**src/rtl/cfg_loader_pkg.sv**
```systemverilog
package cfg_loader_pkg;

  typedef enum logic [2:0] {
    ST_IDLE,
    ST_PROG,
    ST_INITWAIT,
    ST_FETCH,
    ST_SHLO,
    ST_SHHI,
    ST_FLLO,
    ST_FLHI
  } ldr_state_e;

  typedef enum logic [2:0] {
    RES_OK            = 3'd0,
    RES_INIT_START_TO = 3'd1,
    RES_INIT_CLEAR_TO = 3'd2,
    RES_CRC           = 3'd3,
    RES_DONE_TO       = 3'd4
  } ldr_result_e;

  // strobes from control to datapath
  typedef struct packed {
    logic progLow;
    logic clkHigh;
    logic dinHigh;
    logic loadByte;
    logic shiftBit;
    logic phaseClr;
    logic toClr;
  } ldr_ctl_t;

  // status from datapath to control
  typedef struct packed {
    logic phaseDone;
    logic bitZero;
    logic lastFlag;
    logic toExpired;
  } ldr_sts_t;

endpackage

```
**src/rtl/cfg_loader_dp.sv**
```systemverilog
module cfg_loader_dp
  import cfg_loader_pkg::*;
#(
  parameter int BYTE_W         = 8,
  parameter int HALF_CYCLES    = 4,
  parameter int TIMEOUT_CYCLES = 500000
) (
  input  logic              clk,
  input  logic              rstN,
  input  ldr_ctl_t          ctl,
  input  logic [BYTE_W-1:0] byteData,
  input  logic              byteLast,
  output ldr_sts_t          sts,
  output logic              cfgProgN,
  output logic              cfgClk,
  output logic              cfgData
);
  localparam int BIT_W = (BYTE_W > 1) ? $clog2(BYTE_W) : 1;
  localparam int PH_W  = (HALF_CYCLES > 1) ? $clog2(HALF_CYCLES) : 1;
  localparam int TO_W  = (TIMEOUT_CYCLES > 1) ? $clog2(TIMEOUT_CYCLES) : 1;
  localparam logic [BIT_W-1:0] BIT_TOP = BIT_W'(BYTE_W - 1);
  localparam logic [PH_W-1:0]  PH_END  = PH_W'(HALF_CYCLES - 1);
  localparam logic [TO_W-1:0]  TO_END  = TO_W'(TIMEOUT_CYCLES - 1);

  logic [BYTE_W-1:0] shiftReg;
  logic [BIT_W-1:0]  bitCnt;
  logic              lastReg;
  logic [PH_W-1:0]   phaseCnt;
  logic [TO_W-1:0]   toCnt;

  assign sts.phaseDone = (phaseCnt == PH_END);
  assign sts.bitZero   = (bitCnt == '0);
  assign sts.lastFlag  = lastReg;
  assign sts.toExpired = (toCnt == TO_END);

  // byte shifter and bit position
  always_ff @(posedge clk or negedge rstN) begin
    if (!rstN) begin
      shiftReg <= '0;
      bitCnt   <= '0;
      lastReg  <= 1'b0;
    end else if (ctl.loadByte) begin
      shiftReg <= byteData;
      bitCnt   <= BIT_TOP;
      lastReg  <= byteLast;
    end else if (ctl.shiftBit) begin
      shiftReg <= {shiftReg[BYTE_W-2:0], 1'b0};
      bitCnt   <= bitCnt - 1'b1;
    end
  end

  // half-period counter, saturating
  always_ff @(posedge clk or negedge rstN) begin
    if (!rstN)                phaseCnt <= '0;
    else if (ctl.phaseClr)    phaseCnt <= '0;
    else if (!sts.phaseDone)  phaseCnt <= phaseCnt + 1'b1;
  end

  // wait-limit counter, saturating
  always_ff @(posedge clk or negedge rstN) begin
    if (!rstN)                toCnt <= '0;
    else if (ctl.toClr)       toCnt <= '0;
    else if (!sts.toExpired)  toCnt <= toCnt + 1'b1;
  end

  // registered pin drivers
  always_ff @(posedge clk or negedge rstN) begin
    if (!rstN) begin
      cfgProgN <= 1'b1;
      cfgClk   <= 1'b0;
      cfgData  <= 1'b1;
    end else begin
      cfgProgN <= !ctl.progLow;
      cfgClk   <= ctl.clkHigh;
      cfgData  <= ctl.dinHigh ? 1'b1 : shiftReg[BYTE_W-1];
    end
  end
endmodule

```
**src/rtl/cfg_loader_ctrl.sv**
```systemverilog
module cfg_loader_ctrl
  import cfg_loader_pkg::*;
(
  input  logic     clk,
  input  logic     rstN,
  input  logic     startPulse,
  input  logic     byteValid,
  input  logic     cfgInitN,
  input  logic     cfgDone,
  input  ldr_sts_t sts,
  output ldr_ctl_t ctl,
  output logic     byteReady,
  output logic     busy,
  output logic     resultValid,
  output logic [2:0] resultCode
);
  ldr_state_e  state, nextState;
  ldr_result_e finCode, codeReg;
  logic        finish;
  logic        crcSeen;

  assign crcSeen = !cfgDone && !cfgInitN;
  assign busy    = (state != ST_IDLE);

  always_comb begin
    ctl       = '0;
    nextState = state;
    finish    = 1'b0;
    finCode   = RES_OK;
    byteReady = 1'b0;
    unique case (state)
      ST_IDLE: begin
        ctl.dinHigh = 1'b1;
        if (startPulse) begin
          ctl.toClr = 1'b1;
          nextState = ST_PROG;
        end
      end
      ST_PROG: begin
        ctl.progLow = 1'b1;
        ctl.dinHigh = 1'b1;
        if (!cfgInitN) begin
          ctl.toClr = 1'b1;
          nextState = ST_INITWAIT;
        end else if (sts.toExpired) begin
          finish    = 1'b1;
          finCode   = RES_INIT_START_TO;
          nextState = ST_IDLE;
        end
      end
      ST_INITWAIT: begin
        ctl.dinHigh = 1'b1;
        if (cfgInitN) begin
          nextState = ST_FETCH;
        end else if (sts.toExpired) begin
          finish    = 1'b1;
          finCode   = RES_INIT_CLEAR_TO;
          nextState = ST_IDLE;
        end
      end
      ST_FETCH: begin
        if (crcSeen) begin
          finish    = 1'b1;
          finCode   = RES_CRC;
          nextState = ST_IDLE;
        end else begin
          byteReady = 1'b1;
          if (byteValid) begin
            ctl.loadByte = 1'b1;
            ctl.phaseClr = 1'b1;
            nextState    = ST_SHLO;
          end
        end
      end
      ST_SHLO: begin
        if (sts.phaseDone) begin
          ctl.phaseClr = 1'b1;
          nextState    = ST_SHHI;
        end
      end
      ST_SHHI: begin
        ctl.clkHigh = 1'b1;
        if (sts.phaseDone) begin
          ctl.phaseClr = 1'b1;
          if (!sts.bitZero) begin
            ctl.shiftBit = 1'b1;
            nextState    = ST_SHLO;
          end else if (sts.lastFlag) begin
            ctl.toClr = 1'b1;
            nextState = ST_FLLO;
          end else begin
            nextState = ST_FETCH;
          end
        end
      end
      ST_FLLO, ST_FLHI: begin
        ctl.dinHigh = 1'b1;
        ctl.clkHigh = (state == ST_FLHI);
        if (cfgDone) begin
          finish    = 1'b1;
          finCode   = RES_OK;
          nextState = ST_IDLE;
        end else if (sts.toExpired) begin
          finish    = 1'b1;
          finCode   = RES_DONE_TO;
          nextState = ST_IDLE;
        end else if (sts.phaseDone) begin
          ctl.phaseClr = 1'b1;
          nextState    = (state == ST_FLLO) ? ST_FLHI : ST_FLLO;
        end
      end
      default: nextState = ST_IDLE;
    endcase
  end

  always_ff @(posedge clk or negedge rstN) begin
    if (!rstN) begin
      state       <= ST_IDLE;
      resultValid <= 1'b0;
      codeReg     <= RES_OK;
    end else begin
      state       <= nextState;
      resultValid <= finish;
      if (finish) codeReg <= finCode;
    end
  end

  assign resultCode = codeReg;
endmodule

```
**src/rtl/serial_cfg_loader.sv**
```systemverilog
module serial_cfg_loader
  import cfg_loader_pkg::*;
#(
  parameter int BYTE_W         = 8,
  parameter int HALF_CYCLES    = 4,
  parameter int TIMEOUT_CYCLES = 500000
) (
  input  logic              clk,
  input  logic              rstN,
  input  logic              startPulse,
  input  logic [BYTE_W-1:0] byteData,
  input  logic              byteValid,
  input  logic              byteLast,
  output logic              byteReady,
  input  logic              cfgInitN,
  input  logic              cfgDone,
  output logic              cfgProgN,
  output logic              cfgClk,
  output logic              cfgData,
  output logic              busy,
  output logic              resultValid,
  output logic [2:0]        resultCode
);
  ldr_ctl_t ctl;
  ldr_sts_t sts;

  cfg_loader_ctrl u_ctrl (
    .clk         (clk),
    .rstN        (rstN),
    .startPulse  (startPulse),
    .byteValid   (byteValid),
    .cfgInitN    (cfgInitN),
    .cfgDone     (cfgDone),
    .sts         (sts),
    .ctl         (ctl),
    .byteReady   (byteReady),
    .busy        (busy),
    .resultValid (resultValid),
    .resultCode  (resultCode)
  );

  cfg_loader_dp #(
    .BYTE_W         (BYTE_W),
    .HALF_CYCLES    (HALF_CYCLES),
    .TIMEOUT_CYCLES (TIMEOUT_CYCLES)
  ) u_dp (
    .clk      (clk),
    .rstN     (rstN),
    .ctl      (ctl),
    .byteData (byteData),
    .byteLast (byteLast),
    .sts      (sts),
    .cfgProgN (cfgProgN),
    .cfgClk   (cfgClk),
    .cfgData  (cfgData)
  );
endmodule

```
**config.mk**
```make
export PLATFORM = sky130hd
export DESIGN_NAME = serial_cfg_loader
export DESIGN_NICKNAME = d
export VERILOG_FILES = /design/src/rtl/cfg_loader_pkg.sv /design/src/rtl/cfg_loader_dp.sv /design/src/rtl/cfg_loader_ctrl.sv /design/src/rtl/serial_cfg_loader.sv
export SDC_FILE = /design/constraint.sdc
export NUM_CORES = 1
export LEC_CHECK = 0
export ABC_AREA = 0
export BUFFER_PORTS_ARGS = -buffer_cell sky130_fd_sc_hd__buf_2
export CELL_PAD_IN_SITES_DETAIL_PLACEMENT = 1
export CELL_PAD_IN_SITES_GLOBAL_PLACEMENT = 1
export CORE_ASPECT_RATIO = 0.5
export CORE_MARGIN = 2
export CORE_UTILIZATION = 25
export CTS_CLUSTER_SIZE = 12
export DETAILED_ROUTE_END_ITERATION = 16
export GPL_TIMING_DRIVEN = 1
export HOLD_SLACK_MARGIN = 0.1
export PLACE_DENSITY = 0.48
export SETUP_SLACK_MARGIN = 0.3
export SLEW_MARGIN = 20
export SYNTH_ARGS = -nofsm -noshare
export SYNTH_HDL_FRONTEND = slang
export SYNTH_SLANG_ARGS = --single-unit
```
**constraint.sdc**
```tcl
create_clock -name clk -period 5.8 [get_ports clk]
set_input_delay 1.16 -clock clk [delete_from_list [all_inputs] [get_ports clk]]
set_output_delay 1.16 -clock clk [all_outputs]
set_load 0.01 [all_outputs]
```
---- Word level (Yosys, flattened, before mapping) ----
Cells that the tools add are included.
storage, ports and cells
  word-level logic and storage cells ...... 99
  output and inout port bits .............. 9
  register bits after elaboration ......... 43
  input port bits ......................... 15
operators by class
  eq/ne operators ......................... 16
  reduce and logical (&&, ||, !) cells .... 11
  add/subtract/negate cells ............... 3
  muxes and demuxes ....................... 58
operators with widths
  kind                                                    count
  2-to-1 mux 3 bit                                        20
  2-to-1 mux 19 bit                                       2
  2-to-1 mux 1 bit                                        24
  case mux 3 bit (7 select lines)                         1
  adder 19 x 1 -> 19 bit (second input constant)          1
  == test 19 bit (second input constant)                  1
  2-to-1 mux 8 bit                                        2
  == test 3 bit (second input constant)                   4
  case mux 3 bit (4 select lines)                         1
  inequality test 2 bit (second input constant)           5
  2-to-1 mux 2 bit                                        4
  case mux 1 bit (4 select lines)                         2
  == test 3 x 2 -> 1 bit (second input constant)          2
  logical NOT 3 bit                                       2
  AND reduction 5 bit                                     1
  OR reduction 5 bit                                      1
  inequality test 4 bit (second input constant)           1
  == test 3 x 1 -> 1 bit (second input constant)          1
  logical NOT 1 bit                                       3
  inequality test 3 x 2 -> 1 bit (second input constant)  1
  case mux 1 bit (3 select lines)                         1
  nonzero test 3 bit                                      1
  subtractor 3 x 1 -> 3 bit (second input constant)       1
  adder 2 x 1 -> 2 bit (second input constant)            1
  5 further kinds                                         5

---- Longest topological paths before layout ----
  word-level depth ........................ 6
  depth in mapped cells ................... 8
  gate-level depth less buffers ........... 7

---- Hierarchy ----
Synthesis repeated with hierarchy kept, for this count alone.
unflattened totals
  cell total of the unflattened synthesis .. 244
  area, all modules ....................... 2356.0 um2
by module, submodules not included
  module           cells an instance  times used  area each (um2)  sequential area each (um2)
  cfg_loader_dp    173                1           1780.5           903.4
  cfg_loader_ctrl  71                 1           575.6            175.2

---- Worst setup path before layout ----
Ideal clock, no wire load.
  kind .................................... input port to output port
  start point ............................. input cfgInitN
  end point ............................... output byteReady
  stages on the path ...................... 3
  arrival ................................. 1758 ps
  buffers on the path ..................... 1
  setup slack ............................. 2882 ps
  data required time ...................... 4640 ps
  cell sequence ........................... clkbuf_1 > nor2_1 > nor2_1
between the ends
  cells in the longest elaborated chain, start to end .. 4
RTL lines
  item               line                     source
  start, declared    serial_cfg_loader.sv:15  input logic cfgInitN,
  logical NOT 1 bit  cfg_loader_ctrl.sv:22    assign crcSeen = !cfgDone && !cfgInitN;
  logical AND 1 bit  cfg_loader_ctrl.sv:22
  2-to-1 mux 1 bit   cfg_loader_ctrl.sv:62    if (crcSeen) begin
  2-to-1 mux 1 bit   cfg_loader_ctrl.sv:31    unique case (state)
  end, declared      serial_cfg_loader.sv:14  output logic byteReady,
No other way between the ends.

---- Worst setup path after layout ----
Ends and elaborated chain as after synthesis.

==> summary.md <==
| Metric | Value |
|---|---|
| Comb power frac | `between 30% and 40%` |
| Total clock sinks | `between 40 and 50` |
| Initial Util | `25.9%` |
| PnR worst setup slack | `2.79 ns` |
| Critical-path cell list | `buf_2 -> nor2_1 -> nor2_1 -> buf_2` |
| Pin count of the biggest net entering global routing | `44` |
| Skew-Pair Late Insertion Delay | `0.28 ns` |
| Power share of the clock group | `approximately 28%` |
| Share of layout cells above drive strength 1 | `17.0%` |
| Sequential power share | `41.3%` |
| Crit-path slowest cell | `nor2_1` |
| Cell Count, Final, Fillers Out | `381` |
| DR vias | `1790` |
| Fin. max-slew vios | `0` |
| Post-synth EDFFs | `0` |
| Synthesis-to-layout area growth | `18.2%` |
| Deepest clock path buffer count | `2` |
| Clock edge transition at the registers on the reported setup and hold paths | `0.06 ns` |
| Wirelength per Cell | `14.4 µm` |
| Sw frac | `34.3%` |
| CTS tree | `yes` |
| Maximum vdd drop | `0.000150 V` |
| Hold Crit Class | `reg -> reg` |
| Post-CTS Setup Bufs | `0` |
| Row count | `24` |
| Hold buffers post-CTS | `0` |
| Number of port buffers | `23` |
| First-pass GRT wire length | `9490 µm` |
| Crit end category | `output pin` |
| Fin. Hold Viols | `0` |
| Top cell type by total area after synthesis | `dfrtp_1` |
| Period minus WS final | `3.01 ns` |
| Vias in the first global route | `around 1900` |
| Outcome | `finished, final reports clean` |
| Area contributors post-synth | `dfrtp_1 (45%), nor2_1 (5.5%), a21oi_1 (4.2%), nand2_1 (3.5%), xnor2_1 (3.5%)` |
| Pint | `0.757 mW` |
| Max incr delay on CP | `roughly 0.24 ns` |
| Dpl ws | `2.78 ns` |
| Root Buffer | `clkbuf_16` |
| Clock Skew | `0.00560 ns` |
| Die Ht | `71.4 µm` |
| Final Cycle Share | `51.9%` |
| Sequential element share of the synthesized area | `a little under half` |
| Synth async-reset ratio | `between 90% and 100%` |
| CP Max Fanout | `10` |
| Setup Viol. Count Final | `0` |
| DRC viols | `0` |
| Total global-route track usage | `11.8%` |
| Antenna-violating nets left | `0` |
| Critical Path Start Type | `input port` |
| Most frequent cell after synthesis | `dfrtp_1` |
| Total power per unit cell area | `~430 nW/µm²` |
| Die width | `139 µm` |
| Top-area cell type share of the netlist area | `45.2%` |
| Total core area | `8770 µm²` |
| Reg2reg path depth | `6` |
| Syn_area_per_cell | `9.46 µm²` |
| Placed Instances | `373` |
| Detail Placement HPWL | `3860 µm` |
| CP arrival | `around 1.9 ns` |
| Fmax | `332 MHz` |
| Grt ovf | `0` |
| Final wirelength | `5490 µm` |
| Vias per cell | `4.70` |
| Antenna violations before repair | `0` |
| Mapped Cells | `240` |
| CP Class | `in -> out` |
| WHS Path Cells | `1` |
| Synth top cells by count | `dfrtp_1 (41), nor2_1 (33), nand2_1 (21)` |
| Most used DFF post-synth | `dfrtp_1` |
| # nets final | `282` |
| Fin Setup TNS | `0 ns` |
| Ports | `24` |
| Final Wtd Congestion | `0.730` |
| Post_cts resized | `0` |
| Synth Register Bits | `43` |
| RSZ-0062 raised after global routing | `no` |
| Total CTS buffers | `5` |
| Post-Syn Nets | `259` |
| Leak | `1.17 nW` |
| Post-synth cell types | `45` |
| Max Cap Violations | `0` |
| Die Footprint | `9910 µm²` |
| Post-Syn Area | `2270 µm²` |
| Synth Warn # | `0` |
| H-tree depth | `2` |
| N_diodes | `0` |
| DRT iter0 DRCs | `104` |
| Measured slew at the worst slew-check pin | `0.703 ns` |
| Slew headroom | `between 50% and 60%` |
| Required @ worst endpoint | `between 4 and 5 ns` |
| Switching Power | `about 0.40 mW` |
| 1st-pass router iterations | `4` |
[critical path: cells and delay by family]
kind / cells / cell delay, ns
and+or+nand+nor: 2 / 0.33
buffers and inverters: 2 / 0.36
[layout make-up]
class / instances / area [µm²]
clock buffers: 6 / 139
clock inverters: 2 / 35.0
fillers: 1038 / 6080
inverters: 11 / 41.3
multi-input cells: 177 / 1110
flip-flops and latches: 43 / 1080
well taps: 117 / 146
repair buffers: 25 / 133
[through the flow]
step	hold WS [ns]	util [%]	cell area (µm²)	power, mW
2_1_floorplan	0.428	-	2270	0.722
3_3_place_gp	0.457	28.6	2510	0.824
3_5_place_dp	0.458	28.6	2510	0.834
4_1_cts	0.477	30.6	2680	1.17
5_1_grt	0.491	30.6	2690	1.25
6_report	0.466	30.6	2690	1.15
[logic make-up (layout without fill, tap and decap cells)]
kind of cell,after synthesis,count (layout),share of synthesized area (%)
XOR/XNOR,18,18,6.94
adder cells (fa/ha/maj),4,4,2.20
buffers and inverters,20,44,3.53
AO/OA/AOI/OAI,47,47,13.2
flip-flops,43,43,47.5
AND/OR/NAND/NOR,99,99,22.5
multiplexers,9,9,4.08
[routing by layer]
| layer | up-vias | track usage, % | wire (µm) |
|---|---|---|---|
| met4 | 0 | 2.02 | 30 |
| li1 | 886 | - | - |
| met1 | 882 | 16.0 | 2720 |
| met3 | 6 | 3.54 | 139 |
| met2 | 16 | 19.3 | 2600 |
| met5 | - | 0 | 0 |
[power groups by stage]
stage               clock [mW]  sequential, mW  combinational (mW)
finish                   0.328           0.475               0.348
global route             0.354           0.491               0.403
CTS                      0.340           0.476               0.356
detailed placement           0           0.481               0.353
global placement             0           0.477               0.347
floorplan                    0           0.444               0.278
[registers in the layout, indices dropped and copies added (netlist names)]
register	flops
u_dp.cfgProgN	1
u_dp.shiftReg	8
u_ctrl.resultCode	3
u_ctrl.resultValid	1
u_dp.bitCnt	3
u_dp.cfgClk	1
u_ctrl.state	3
u_dp.cfgData	1
u_dp.toCnt	19
u_dp.phaseCnt	2
u_dp.lastReg	1
[placed cells by master (no fill, tap or decap), types with 5 or more instances in the layout]
cell and n:
dfrtp_1 41, nor2_1 33, buf_2 22, nand2_1 21, a21oi_1 19, inv_1 11
xor2_1 9, xnor2_1 9, and3_1 7, mux2i_1 7, o21ai_0 5, nor3_1 5
clkbuf_16 5
[worst paths after layout]
check	start	to	slack (ns)
worst max-delay path	cfgInitN	byteReady	2.79
worst min-delay path	u_dp.shiftReg[7]	u_dp.cfgData	0.47
worst max register to register	u_dp.toCnt[0]	u_ctrl.resultCode[2]	3.59
worst min register to register	u_dp.shiftReg[7]	u_dp.cfgData	0.47
max in group asynchronous	rstN	u_dp.toCnt[8]	4.53
min in group asynchronous	rstN	u_dp.bitCnt[1]	0.88
No activity file was read; power rests on OpenSTA's default activity.
